--- src/rtl/evt_rec_pkg.sv ---
package evt_rec_pkg;
   localparam int SMP_W   = 16;
   localparam int WORD_W  = 32;
   localparam int CHAN_W  = 3;
   localparam int BOARD_W = 12;
   localparam int TS_W    = 48;
   localparam int EN_W    = 32;

   localparam logic [WORD_W-1:0] SYNC_WORD = 32'hAAAA_AAAA;

   // fixed word positions inside the header
   localparam int W_SYNC  = 0;
   localparam int W_ID    = 1;
   localparam int W_LE    = 2;
   localparam int W_LE_EN = 3;
   localparam int W_EN_CF = 4;
   localparam int W_CF    = 5;
   localparam int W_CFD1  = 6;
   localparam int W_CFD2  = 7;
   localparam int W_RSV   = 8;

   typedef struct packed {
      logic [CHAN_W-1:0]  chan;
      logic [BOARD_W-1:0] board;
      logic [TS_W-1:0]    le_ts;
      logic [EN_W-1:0]    energy;
      logic [TS_W-1:0]    cf_ts;
      logic [SMP_W-1:0]   c1_lo;
      logic [SMP_W-1:0]   c1_hi;
      logic [SMP_W-1:0]   c2_lo;
      logic [SMP_W-1:0]   c2_hi;
   } evt_fields_t;
endpackage

--- src/rtl/evt_hdr_mux.sv ---
module evt_hdr_mux
   import evt_rec_pkg::*;
#(
   parameter int RSV_WORDS = 6,
   parameter int IDX_W     = 10
) (
   input  evt_fields_t            fld,
   input  logic [IDX_W-1:0]       idx,
   input  logic [SMP_W-1:0]       first_smp,
   output logic [WORD_W-1:0]      word
);
   localparam int SPLIT = W_RSV + RSV_WORDS;

   always_comb begin
      case (int'(idx))
         W_SYNC:  word = SYNC_WORD;
         W_ID:    word = {16'h0, fld.board, 1'b0, fld.chan};
         W_LE:    word = fld.le_ts[31:0];
         W_LE_EN: word = {fld.energy[15:0], fld.le_ts[47:32]};
         W_EN_CF: word = {fld.cf_ts[15:0], fld.energy[31:16]};
         W_CF:    word = fld.cf_ts[47:16];
         W_CFD1:  word = {fld.c1_hi, fld.c1_lo};
         W_CFD2:  word = {fld.c2_hi, fld.c2_lo};
         SPLIT:   word = {first_smp, 16'h0};
         default: word = '0;
      endcase
   end
endmodule

--- src/rtl/evt_trace_pair.sv ---
module evt_trace_pair
   import evt_rec_pkg::*;
(
   input  logic                clk,
   input  logic                rst_n,
   input  logic                take_lo,
   input  logic                take_hi,
   input  logic [SMP_W-1:0]    smp_data,
   output logic                lo_full,
   output logic [WORD_W-1:0]   pair_word
);
   logic [SMP_W-1:0] lo_q;

   always_ff @(posedge clk or negedge rst_n) begin
      if (!rst_n) begin
         lo_q    <= '0;
         lo_full <= 1'b0;
      end else if (take_hi) begin
         lo_full <= 1'b0;
      end else if (take_lo) begin
         lo_q    <= smp_data;
         lo_full <= 1'b1;
      end
   end

   assign pair_word = {smp_data, lo_q};
endmodule

--- src/rtl/evt_seq_ctrl.sv ---
module evt_seq_ctrl #(
   parameter int TOTAL = 1024,
   parameter int IDX_W = 10
) (
   input  logic             clk,
   input  logic             rst_n,
   input  logic             start,
   input  logic             adv,
   output logic             busy,
   output logic [IDX_W-1:0] idx,
   output logic             at_end
);
   localparam logic [IDX_W-1:0] LAST_IDX = IDX_W'(TOTAL - 1);

   assign at_end = (idx == LAST_IDX);

   always_ff @(posedge clk or negedge rst_n) begin
      if (!rst_n) begin
         busy <= 1'b0;
         idx  <= '0;
      end else if (start) begin
         busy <= 1'b1;
         idx  <= '0;
      end else if (adv) begin
         if (at_end) begin
            busy <= 1'b0;
            idx  <= '0;
         end else begin
            idx <= idx + 1'b1;
         end
      end
   end
endmodule

--- src/rtl/evt_rec_packer.sv ---
module evt_rec_packer
   import evt_rec_pkg::*;
#(
   parameter int TRACE_WORDS = 1009,
   parameter int RSV_WORDS   = 6
) (
   input  logic                clk,
   input  logic                rst_n,
   input  logic                ev_valid,
   output logic                ev_ready,
   input  logic [CHAN_W-1:0]   ev_chan,
   input  logic [BOARD_W-1:0]  ev_board,
   input  logic [TS_W-1:0]     ev_le_ts,
   input  logic [EN_W-1:0]     ev_energy,
   input  logic [TS_W-1:0]     ev_cf_ts,
   input  logic [SMP_W-1:0]    ev_c1_lo,
   input  logic [SMP_W-1:0]    ev_c1_hi,
   input  logic [SMP_W-1:0]    ev_c2_lo,
   input  logic [SMP_W-1:0]    ev_c2_hi,
   input  logic                smp_valid,
   output logic                smp_ready,
   input  logic [SMP_W-1:0]    smp_data,
   output logic                out_valid,
   input  logic                out_ready,
   output logic [WORD_W-1:0]   out_data,
   output logic                out_last
);
   localparam int HDR_WORDS = W_RSV + RSV_WORDS + 1;
   localparam int TOTAL     = HDR_WORDS + TRACE_WORDS;
   localparam int IDX_W     = $clog2(TOTAL);
   localparam logic [IDX_W-1:0] SPLIT_IDX = IDX_W'(HDR_WORDS - 1);

   if (TRACE_WORDS < 1) begin : g_chk_trace
      $error("evt_rec_packer: TRACE_WORDS must be at least 1");
   end
   if (RSV_WORDS < 0) begin : g_chk_rsv
      $error("evt_rec_packer: RSV_WORDS must not be negative");
   end

   evt_fields_t          fld_q;
   logic                 busy, at_end, lo_full;
   logic [IDX_W-1:0]     idx;
   logic                 ev_fire, can_load, word_avail, word_load;
   logic                 in_hdr, at_split, in_trace;
   logic [WORD_W-1:0]    hdr_word, pair_word, next_word;

   assign ev_ready = !busy && !out_valid;
   assign ev_fire  = ev_valid && ev_ready;

   always_ff @(posedge clk or negedge rst_n) begin
      if (!rst_n) begin
         fld_q <= '0;
      end else if (ev_fire) begin
         fld_q <= '{chan: ev_chan, board: ev_board, le_ts: ev_le_ts,
                    energy: ev_energy, cf_ts: ev_cf_ts,
                    c1_lo: ev_c1_lo, c1_hi: ev_c1_hi,
                    c2_lo: ev_c2_lo, c2_hi: ev_c2_hi};
      end
   end

   assign in_hdr   = idx < SPLIT_IDX;
   assign at_split = idx == SPLIT_IDX;
   assign in_trace = idx > SPLIT_IDX;
   assign can_load = !out_valid || out_ready;

   assign word_avail = in_hdr
                     || (at_split && smp_valid)
                     || (in_trace && lo_full && smp_valid);
   assign word_load  = busy && can_load && word_avail;
   assign smp_ready  = busy && ((at_split && can_load)
                     || (in_trace && (!lo_full || can_load)));

   evt_seq_ctrl #(.TOTAL(TOTAL), .IDX_W(IDX_W)) u_seq (
      .clk(clk), .rst_n(rst_n), .start(ev_fire), .adv(word_load),
      .busy(busy), .idx(idx), .at_end(at_end)
   );

   evt_hdr_mux #(.RSV_WORDS(RSV_WORDS), .IDX_W(IDX_W)) u_hdr (
      .fld(fld_q), .idx(idx), .first_smp(smp_data), .word(hdr_word)
   );

   evt_trace_pair u_pair (
      .clk(clk), .rst_n(rst_n),
      .take_lo(busy && in_trace && !lo_full && smp_valid),
      .take_hi(word_load && in_trace),
      .smp_data(smp_data), .lo_full(lo_full), .pair_word(pair_word)
   );

   assign next_word = in_trace ? pair_word : hdr_word;

   always_ff @(posedge clk or negedge rst_n) begin
      if (!rst_n) begin
         out_valid <= 1'b0;
         out_data  <= '0;
         out_last  <= 1'b0;
      end else if (word_load) begin
         out_valid <= 1'b1;
         out_data  <= next_word;
         out_last  <= at_end;
      end else if (out_ready) begin
         out_valid <= 1'b0;
         out_last  <= 1'b0;
      end
   end
endmodule

--- config.mk ---
export PLATFORM = sky130hd
export DESIGN_NAME = evt_rec_packer
export DESIGN_NICKNAME = d
export VERILOG_FILES = /design/src/rtl/evt_rec_pkg.sv /design/src/rtl/evt_hdr_mux.sv /design/src/rtl/evt_trace_pair.sv /design/src/rtl/evt_seq_ctrl.sv /design/src/rtl/evt_rec_packer.sv
export SDC_FILE = /design/constraint.sdc
export NUM_CORES = 1
export LEC_CHECK = 0
export ABC_AREA = 1
export BUFFER_PORTS_ARGS = -buffer_cell sky130_fd_sc_hd__clkbuf_2
export CORE_UTILIZATION = 30
export DETAILED_ROUTE_END_ITERATION = 10
export PLACE_DENSITY = 0.5
export SETUP_SLACK_MARGIN = 0.5
export SLEW_MARGIN = 20
export SYNTH_ARGS = -nofsm -noshare
export SYNTH_HDL_FRONTEND = slang
export SYNTH_SLANG_ARGS = --single-unit
--- constraint.sdc ---
create_clock -name clk -period 3.3 [get_ports clk]
set_clock_uncertainty 0.05 [all_clocks]
set_input_delay 0.33 -clock clk [delete_from_list [all_inputs] [get_ports clk]]
set_output_delay 0.33 -clock clk [all_outputs]
set_load 0.02 [all_outputs]
==> summary.txt, run 1 <==
Run status
  • Status: complete, no violations

Synth
  • Most common cell in the netlist: nand2_1
  • Register area share after synthesis: 51.6%
  • Cell variety after synth: 31
  • EDFF count, synth: 0
  • Post-synth top cells: nand2_1, dfrtp_1, nand3_1, nor2_1, inv_1
  • Yosys Warn Count: 0
  • Area share of the largest cell type after synthesis: 51.6%
  • Post-synthesis mux area share: 0%
  • Synth Area in Compound Gates: 4.18%
  • Largest family of logic cells by synthesized area: simple AND/OR/NAND/NOR gates
  • Synth Area in Adders: 0.384%
  • Simple logic cell fraction of the synthesized area: 36.6%
  • Syn nets: 1953
  • Post-Syn Area: 0.0130 sq mm
  • Xor and xnor area share after synthesis: 0.336%
  • Most area-consuming cells after synthesis: dfrtp_1, nand2_1, nand3_1
  • #FFs+latches synth: 269
  • Leading area contributor after synthesis: dfrtp_1
  • Syn avg cell area: 7.58 sq um
  • Main synth FF type: dfrtp_1
  • Ys async rst share: 100%
  • Synth Instances: 1721

Power
  • Worst IR drop on VDD: 0.522 mV
  • Sw Share: 42.8%
  • Internal: 0.00924 W
  • Cell Pwr Density: 887 mW/mm^2
  • Clock power share: 22.6%
  • Comb power frac: 40.7%
  • P_leak: 9.40 nW
  • Psw: 0.00690 W
  • Sequential Power Share: 36.7%

Routing
  • Antenna-violating nets left: 0
  • First-pass DRT Iterations: 5
  • DRC errors left: 0
  • Initial drt markers: 1031
  • Routed vias: 13000
  • Vias per inst: 4.69
  • Avg WL per Cell: 18.5 microns
  • Final wirelength: 51100 microns

Min path
  • Hold Path Depth: 3
  • Min-delay worst type: in -> reg
  • Hold path start: ev_c1_lo[4]
  • Hold Path End: fld_q[52]

Worst setup path
  • CP max-delay cell: dfrtp_1
  • Worst-case reg-to-reg path depth: 10
  • Crit path buf inv count: 1
  • Reg2reg end: out_data[7]
  • Critical Path AT: 2.45 ns
  • Reg2reg setup slack: 0.70 ns
  • R2r startpoint: u_seq.idx[2]
  • Critical Path Source Type: flop
  • WS Path Type: reg -> out
  • Critical path's top delay family: flip-flops
  • Slowest stage delay, CP: 0.65 ns
  • Crit. End Element: output pin
  • Worst path cell trace: nand2_1 > nor2_1 > nor2_4 > a221oi_2 > clkbuf_2
  • Critical Path RT: 2.92 ns
  • Worst-path maximum fanout: 13

CTS
  • Worst-Skew Late Latency: 0.58 ns
  • Worst-path clk slew: 0.06 ns
  • H-tree depth: 1
  • CTS tree: built
  • Clock Sinks: 269
  • CTS Buf Count: 31
  • Maximum clock path buffer count: 3
  • Root Driver: clkbuf_16

Die
  • Core area: 0.0430 sq mm
  • Initial core utilization: 30.3%
  • Rows: 76
  • Die H: 210 microns
  • I/O Pins: 264
  • Die ar.: 0.0443 sq mm
  • Die width: 210 microns

Placement
  • DP HPWL: 35500 microns
  • Global placement routability congestion: 0.905
  • Dpl ws: 0.367 ns
  • Number of buffers added on ports: 263
  • Cell count after placement: 2491

Global route
  • Vias in the first global route: 13000
  • Initial antenna violation count: 1
  • First-pass GRT wire length: 76800 microns
  • Pin count of the biggest net entering global routing: 123
  • GRT Total Usage: 22.8%
  • Total gr overflow: 0

Timing
  • Worst Tran Pin Value: 0.721 ns
  • Slack of the critical path: 0.473 ns
  • Final setup viols: 0
  • Max-slew headroom: 51.9%
  • Minimum clock period: 2.83 ns
  • RSZ-0062 raised after global routing: true
  • Slew Viols, Final: 0
  • Worst hold slack: 0.0106 ns
  • Tcrit/Tclk final: 85.7%
  • F_max: 354 MHz
  • Final hold vios: 0
  • TNS Setup: 0 ns

Cells and area
  • Fraction of layout cells with a size suffix above 1: 16.8%
  • Non-filler cells, final: 2767
  • Nets: 2389
  • Area grow syn2layout: 39.5%

Job
  • MaxCap Viol Count: 0
[stage by stage]
step	power (W)	instance area (sq um)	util (%)
2_1_floorplan	0.00992	13000	-
3_5_place_dp	0.0122	14900	34.7
5_1_grt	0.0173	18200	42.3
4_1_cts	0.0161	18100	42.2
3_3_place_gp	0.0121	14900	34.7
6_report	0.0161	18200	42.3
[worst min-delay path: stages]
cell and delay (ns):
clkbuf_2 0.10, nand2_1 0.10, nand2_1 0.07
[metal layers]
layer  track usage (%)  wire length [microns]  up-vias
met3              3.16                   3020       72
met4              6.82                   1520        0
met2              34.8                  22500      391
met1              33.3                  24100     6187
li1                  -                      -     6337
met5                 0                      0        -
[kinds of logic (layout without fill, tap and decap cells)]
kind of cell	Yosys count	in the layout
AND/OR/NAND/NOR	1130	1130
flip-flops	269	269
buffers and inverters	205	665
AO/OA/AOI/OAI	108	108
XOR/XNOR	5	5
adder cells (fa/ha/maj)	4	4
other	0	1
[how the worst max path moves through the flow]
stage / endpoint / cells after the start / slack (ns) / startpoint
floorplan: smp_ready / 6 / 1.26 / u_seq.idx[0]
global placement: out_data[0] / 12 / 0.51 / u_seq.idx[0]
detailed placement: out_data[23] / 12 / 0.37 / u_seq.idx[0]
CTS: smp_ready / 8 / 0.37 / u_seq.idx[8]
global route: smp_ready / 5 / 0.37 / u_seq.idx[2]
finish: smp_ready / 5 / 0.47 / u_seq.idx[2]
[sequential cells by signal, indices dropped and copies added, names as in the netlist]
name and flops:
fld_q 207, out_data 32, out_last 1, out_valid 1, u_pair.lo_full 1, u_pair.lo_q 16, u_seq.busy 1, u_seq.idx 10
[placed cells by master (no fill, tap or decap), drive strengths merged]
master       netlist  final
o21ai            105    105
clkinv             2      5
nand3b             8      8
inv              102    103
diode              0      1
dlygate4sd3        0    215
nand2            730    730
nor3              10     10
clkbuf            46    313
buf               55     26
nand4             60     60
a31oi              1      1
bufinv             0      3
dfrtp            269    269
nor2             141    141
ha                 4      4
a221oi             1      1
a21oi              1      1
xor2               5      5
nand3            181    181
[cell type report]
class / count / area (sq um)
inverter: 104 / 403
sequential: 269 / 6730
tap: 585 / 732
fill: 4464 / 24800
multi-input combinational: 1247 / 5460
antenna: 1 / 2.50
clock inverter: 7 / 114
clock buffer: 50 / 967
timing repair buffer: 504 / 3780
[power groups by stage]
stage	clock, W	sequential, W	combinational [W]
after floorplan	0	0.00580	0.00412
after global placement	0	0.00598	0.00614
after detailed placement	0	0.00598	0.00622
after CTS	0.00372	0.00593	0.00648
after global routing	0.00384	0.00611	0.00732
final	0.00365	0.00593	0.00656
[timing repair]
item | 4_1_cts | 5_1_grt
gates cloned | 0 | 1
gates resized for setup | 2 | 3
hold buffers | 215 | 0
buffers inserted | 0 | 2
pin swaps | 0 | 1
hold endpoints to repair | 290 | 0
endpoints found under the setup margin | 36 | 37
No activity file was read; power rests on OpenSTA's default activity.
==> run 2: changes to the inputs <==
--- a/config.mk
+++ b/config.mk
@@ -5,11 +5,10 @@
 export SDC_FILE = /design/constraint.sdc
 export NUM_CORES = 1
 export LEC_CHECK = 0
-export ABC_AREA = 1
 export BUFFER_PORTS_ARGS = -buffer_cell sky130_fd_sc_hd__clkbuf_2
-export CORE_UTILIZATION = 30
+export CORE_UTILIZATION = 59
 export DETAILED_ROUTE_END_ITERATION = 10
-export PLACE_DENSITY = 0.5
+export PLACE_DENSITY = 0.87
 export SETUP_SLACK_MARGIN = 0.5
 export SLEW_MARGIN = 20
 export SYNTH_ARGS = -nofsm -noshare
==> run 2 against run 1 <==
Effect of this change:
- sequential share of layout area rose by 3.5 points
- clock power is 18% lower
- global-route usage increased by 25 points
- highest routed layer unchanged
- largest cell class unchanged
- synthesized cell count decreased by 20%
==> summary.txt, run 2 <==
Routing
  • Antenna-violating nets left: 0 (unchanged)
  • First-pass DRT Iterations: 8 (+3)
  • Vias per inst: 6.45 (+37%)
  • Routed vias: 13500 (+3.8%)
  • Avg WL per Cell: 23.8 microns (+29%)
  • Initial drt markers: 2165 (+110%)
  • Final wirelength: 49700 microns (-2.7%)
  • DRC errors left: 0 (unchanged)

Cells and area
  • Number of flip-flops in the largest register: 207 (unchanged)
  • Most frequent cells in the layout: nand2_1, dfrtp_1, clkbuf_2, dlygate4sd3_1, a22oi_1
  • Register Area: 0.00673 sq mm (about the same)
  • Number of fill cells: 1074 (-76%)
  • Biggest regs: fld_q: 207 flops, out_data: 32 flops, u_pair.lo_q: 16 flops
  • Nets: 2030 (-15%)
  • Area occupied by multi-input gates: 0.00501 sq mm (-8.2%)
  • Area grow syn2layout: 36.9%
  • Largest reg by FF count: fld_q
  • Leading cell type in the layout, fill and taps excluded: nand2_1
  • Fraction of layout cells with a size suffix above 1: 20.4% (+3.6 points)

Synth
  • Synth Instances: 1378 (-20%)
  • Synth Area in Compound Gates: 12.8% (+8.6 points)
  • #FFs+latches synth: 269 (unchanged)
  • Syn nets: 1610 (-18%)
  • Largest family of logic cells by synthesized area: simple AND/OR/NAND/NOR gates
  • Main synth FF type: dfrtp_1
  • Most area-consuming cells after synthesis: dfrtp_1, nand2_1, a22oi_1
  • Synth Area in Adders: 0.412% (+0.029 points)
  • Simple logic cell fraction of the synthesized area: 24.9% (-12 points)
  • Leading area contributor after synthesis: dfrtp_1
  • Post-synthesis mux area share: 2.72% (+2.7 points)
  • Area share of the largest cell type after synthesis: 55.5% (+3.8 points)
  • Post-Syn Area: 0.0121 sq mm (-6.9%)
  • EDFF count, synth: 0 (unchanged)
  • Post-synth top cells: nand2_1, dfrtp_1, clkbuf_1, a22oi_1, a21oi_1
  • Syn avg cell area: 8.81 sq um (+16%)
  • Cell variety after synth: 53 (+71%)
  • Yosys Warn Count: 0 (unchanged)
  • Register area share after synthesis: 55.5% (+3.8 points)
  • Xor and xnor area share after synthesis: 0% (-0.34 points)
  • Ys async rst share: 100% (unchanged)
  • Most common cell in the netlist: nand2_1

Worst setup path
  • Crit. End Element: output pin
  • Critical Path AT: 2.40 ns (-0.05 ns)
  • WS Path Type: reg -> out
  • Critical Path RT: 2.92 ns (about the same)
  • Critical Path Source Type: flop
  • Worst-path maximum fanout: 31 (+18)

Timing
  • Max-slew headroom: 29.4% (-23 points)
  • Final hold vios: 0 (unchanged)
  • Minimum clock period: 2.78 ns (-0.0441 ns)
  • Worst Tran Pin Value: 1.05 ns (+0.330 ns)
  • RSZ-0062 raised after global routing: true
  • Final setup viols: 0 (unchanged)
  • TNS Setup: 0 ns (unchanged)
  • Tcrit/Tclk final: 84.3% (-1.3 points)
  • Slew Viols, Final: 0 (unchanged)
  • F_max: 359 MHz (+1.6%)

Power
  • Cell Pwr Density: 899 mW/mm^2 (+1.3%)
  • Design Power: 0.0149 W (-7.5%)
  • P_leak: 8.42 nW (-10%)
  • Worst IR drop on VDD: 0.617 mV (+18%)

Die
  • Die ar.: 0.0211 sq mm (-52%)
  • Initial core utilization: 60.2% (+30 points)
  • Core area: 0.0202 sq mm (-53%)
  • I/O Pins: 264 (unchanged)
  • Rows: 52 (-32%)
  • Die H: 145 microns (-31%)
  • Die width: 145 microns (-31%)

CTS
  • Worst-path clk slew: 0.06 ns (about the same)
  • Clock Sinks: 269 (unchanged)
  • CTS Buf Count: 27 (-13%)
  • CTS tree: built
  • Maximum clock path buffer count: 3 (unchanged)
  • Worst-Skew Late Latency: 0.55 ns (-0.03 ns)
  • Root Driver: clkbuf_16
  • H-tree depth: 1 (unchanged)

Global route
  • GRT Total Usage: 48.1% (+25 points)
  • Pin count of the biggest net entering global routing: 111 (-9.8%)
  • Initial antenna violation count: 4 (+3)
  • Vias in the first global route: 13800 (+6.7%)
  • Total gr overflow: 0 (unchanged)
  • First-pass GRT wire length: 77200 microns (+0.52%)

Placement
  • Number of buffers added on ports: 263 (unchanged)
  • Global placement routability congestion: 0.936 (+3.4%)
  • DP HPWL: 26000 microns (-27%)

Run status
  • Status: complete, no violations

Min path
  • Min-delay worst type: in -> reg

Job
  • MaxCap Viol Count: 0 (unchanged)
## run 2: cell types whose count changed in the layout (fill, tap and decap cells not counted), moves of 15 or more
cell / previous run / this run
a222oi_1: 0 / 17
nor2_1: 132 / 15
a21oi_1: 1 / 30
nand2_1: 723 / 655
inv_1: 96 / 8
o21ai_0: 45 / 22
nand3_1: 180 / 20
mux2_2: 0 / 24
nand4_1: 59 / 9
a221oi_1: 0 / 15
a22oi_1: 0 / 49
o21ai_1: 60 / 10
## run 2: logic make-up after synthesis
| group | Yosys count |
|---|---|
| multiplexers | 30 |
| AO/OA/AOI/OAI | 210 |
| adder cells (fa/ha/maj) | 4 |
| flip-flops | 269 |
| buffers and inverters | 111 |
| AND/OR/NAND/NOR | 754 |
## run 2: repair_timing
action | in CTS | in global routing
hold buffers | 203 | 0
cloned | 1 | 0
resized for setup | 4 | 5
setup buffers | 0 | 0
endpoints found under the hold margin | 298 | 0
pin swaps | 0 | 3
endpoints found under the setup margin | 1 | 14
## run 2: layer usage
metal	routed length (microns)	share of wire, %	track usage, %
met5	0	0	0
met1	16200	33	58.1
met3	6740	14	14.4
met4	4420	8.9	35.7
met2	22400	45	73.6
## run 2: stage by stage
stage / instance area, sq um / util (%) / worst slack, ns / hold slack, ns / cells
after detailed placement: 13700 / 67.8 / 0.604 / 0.360 / 1835
final: 16600 / 82.3 / 0.517 / 0.0149 / 2091
after floorplan: 12100 / - / 0.788 / -0.0156 / 1378
after global placement: 13700 / 67.8 / 0.680 / 0.353 / 1835
after global routing: 16600 / 82.3 / 0.441 / 0.0190 / 2090
after CTS: 16600 / 82.2 / 0.501 / 0.00000883 / 2086
## run 2: path summary, 6_finish.rpt
path                              start           end  slack [ns]  cells past startpoint
min in group asynchronous         rst_n     fld_q[37]        0.37                      2
hold reg to reg               fld_q[73]     fld_q[73]        0.43                      2
max in group asynchronous         rst_n     fld_q[57]        1.84                      3
setup / recovery           u_seq.idx[0]     smp_ready        0.52                      7
hold / removal              ev_le_ts[2]    fld_q[146]        0.01                      3
setup reg to reg           u_seq.idx[1]  out_data[29]        0.54                      8
## run 2: area by class of cell
| type | instances | area share (%) |
|---|---|---|
| antenna | 5 | 0.0753 |
| clock buffer | 42 | 4.65 |
| clock inverter | 5 | 0.324 |
| inverter | 8 | 0.181 |
| multi-input combinational | 998 | 30.2 |
| sequential | 269 | 40.5 |
| tap | 270 | 2.03 |
| timing repair buffer | 494 | 22.0 |
## run 2: critical path, stage by stage, from the launching register on
cell      delay (ns)
dfrtp_2         0.45
inv_1           0.14
ha_2            0.27
buf_12          0.22
and3_4          0.29
o41ai_2         0.10
nor2_2          0.19
clkbuf_2        0.20
## run 2: report_power, final
group          total, W  switching, W  internal [W]
sequential      0.00602       0.00120       0.00482
clock           0.00299       0.00132       0.00168
combinational   0.00591       0.00377       0.00214
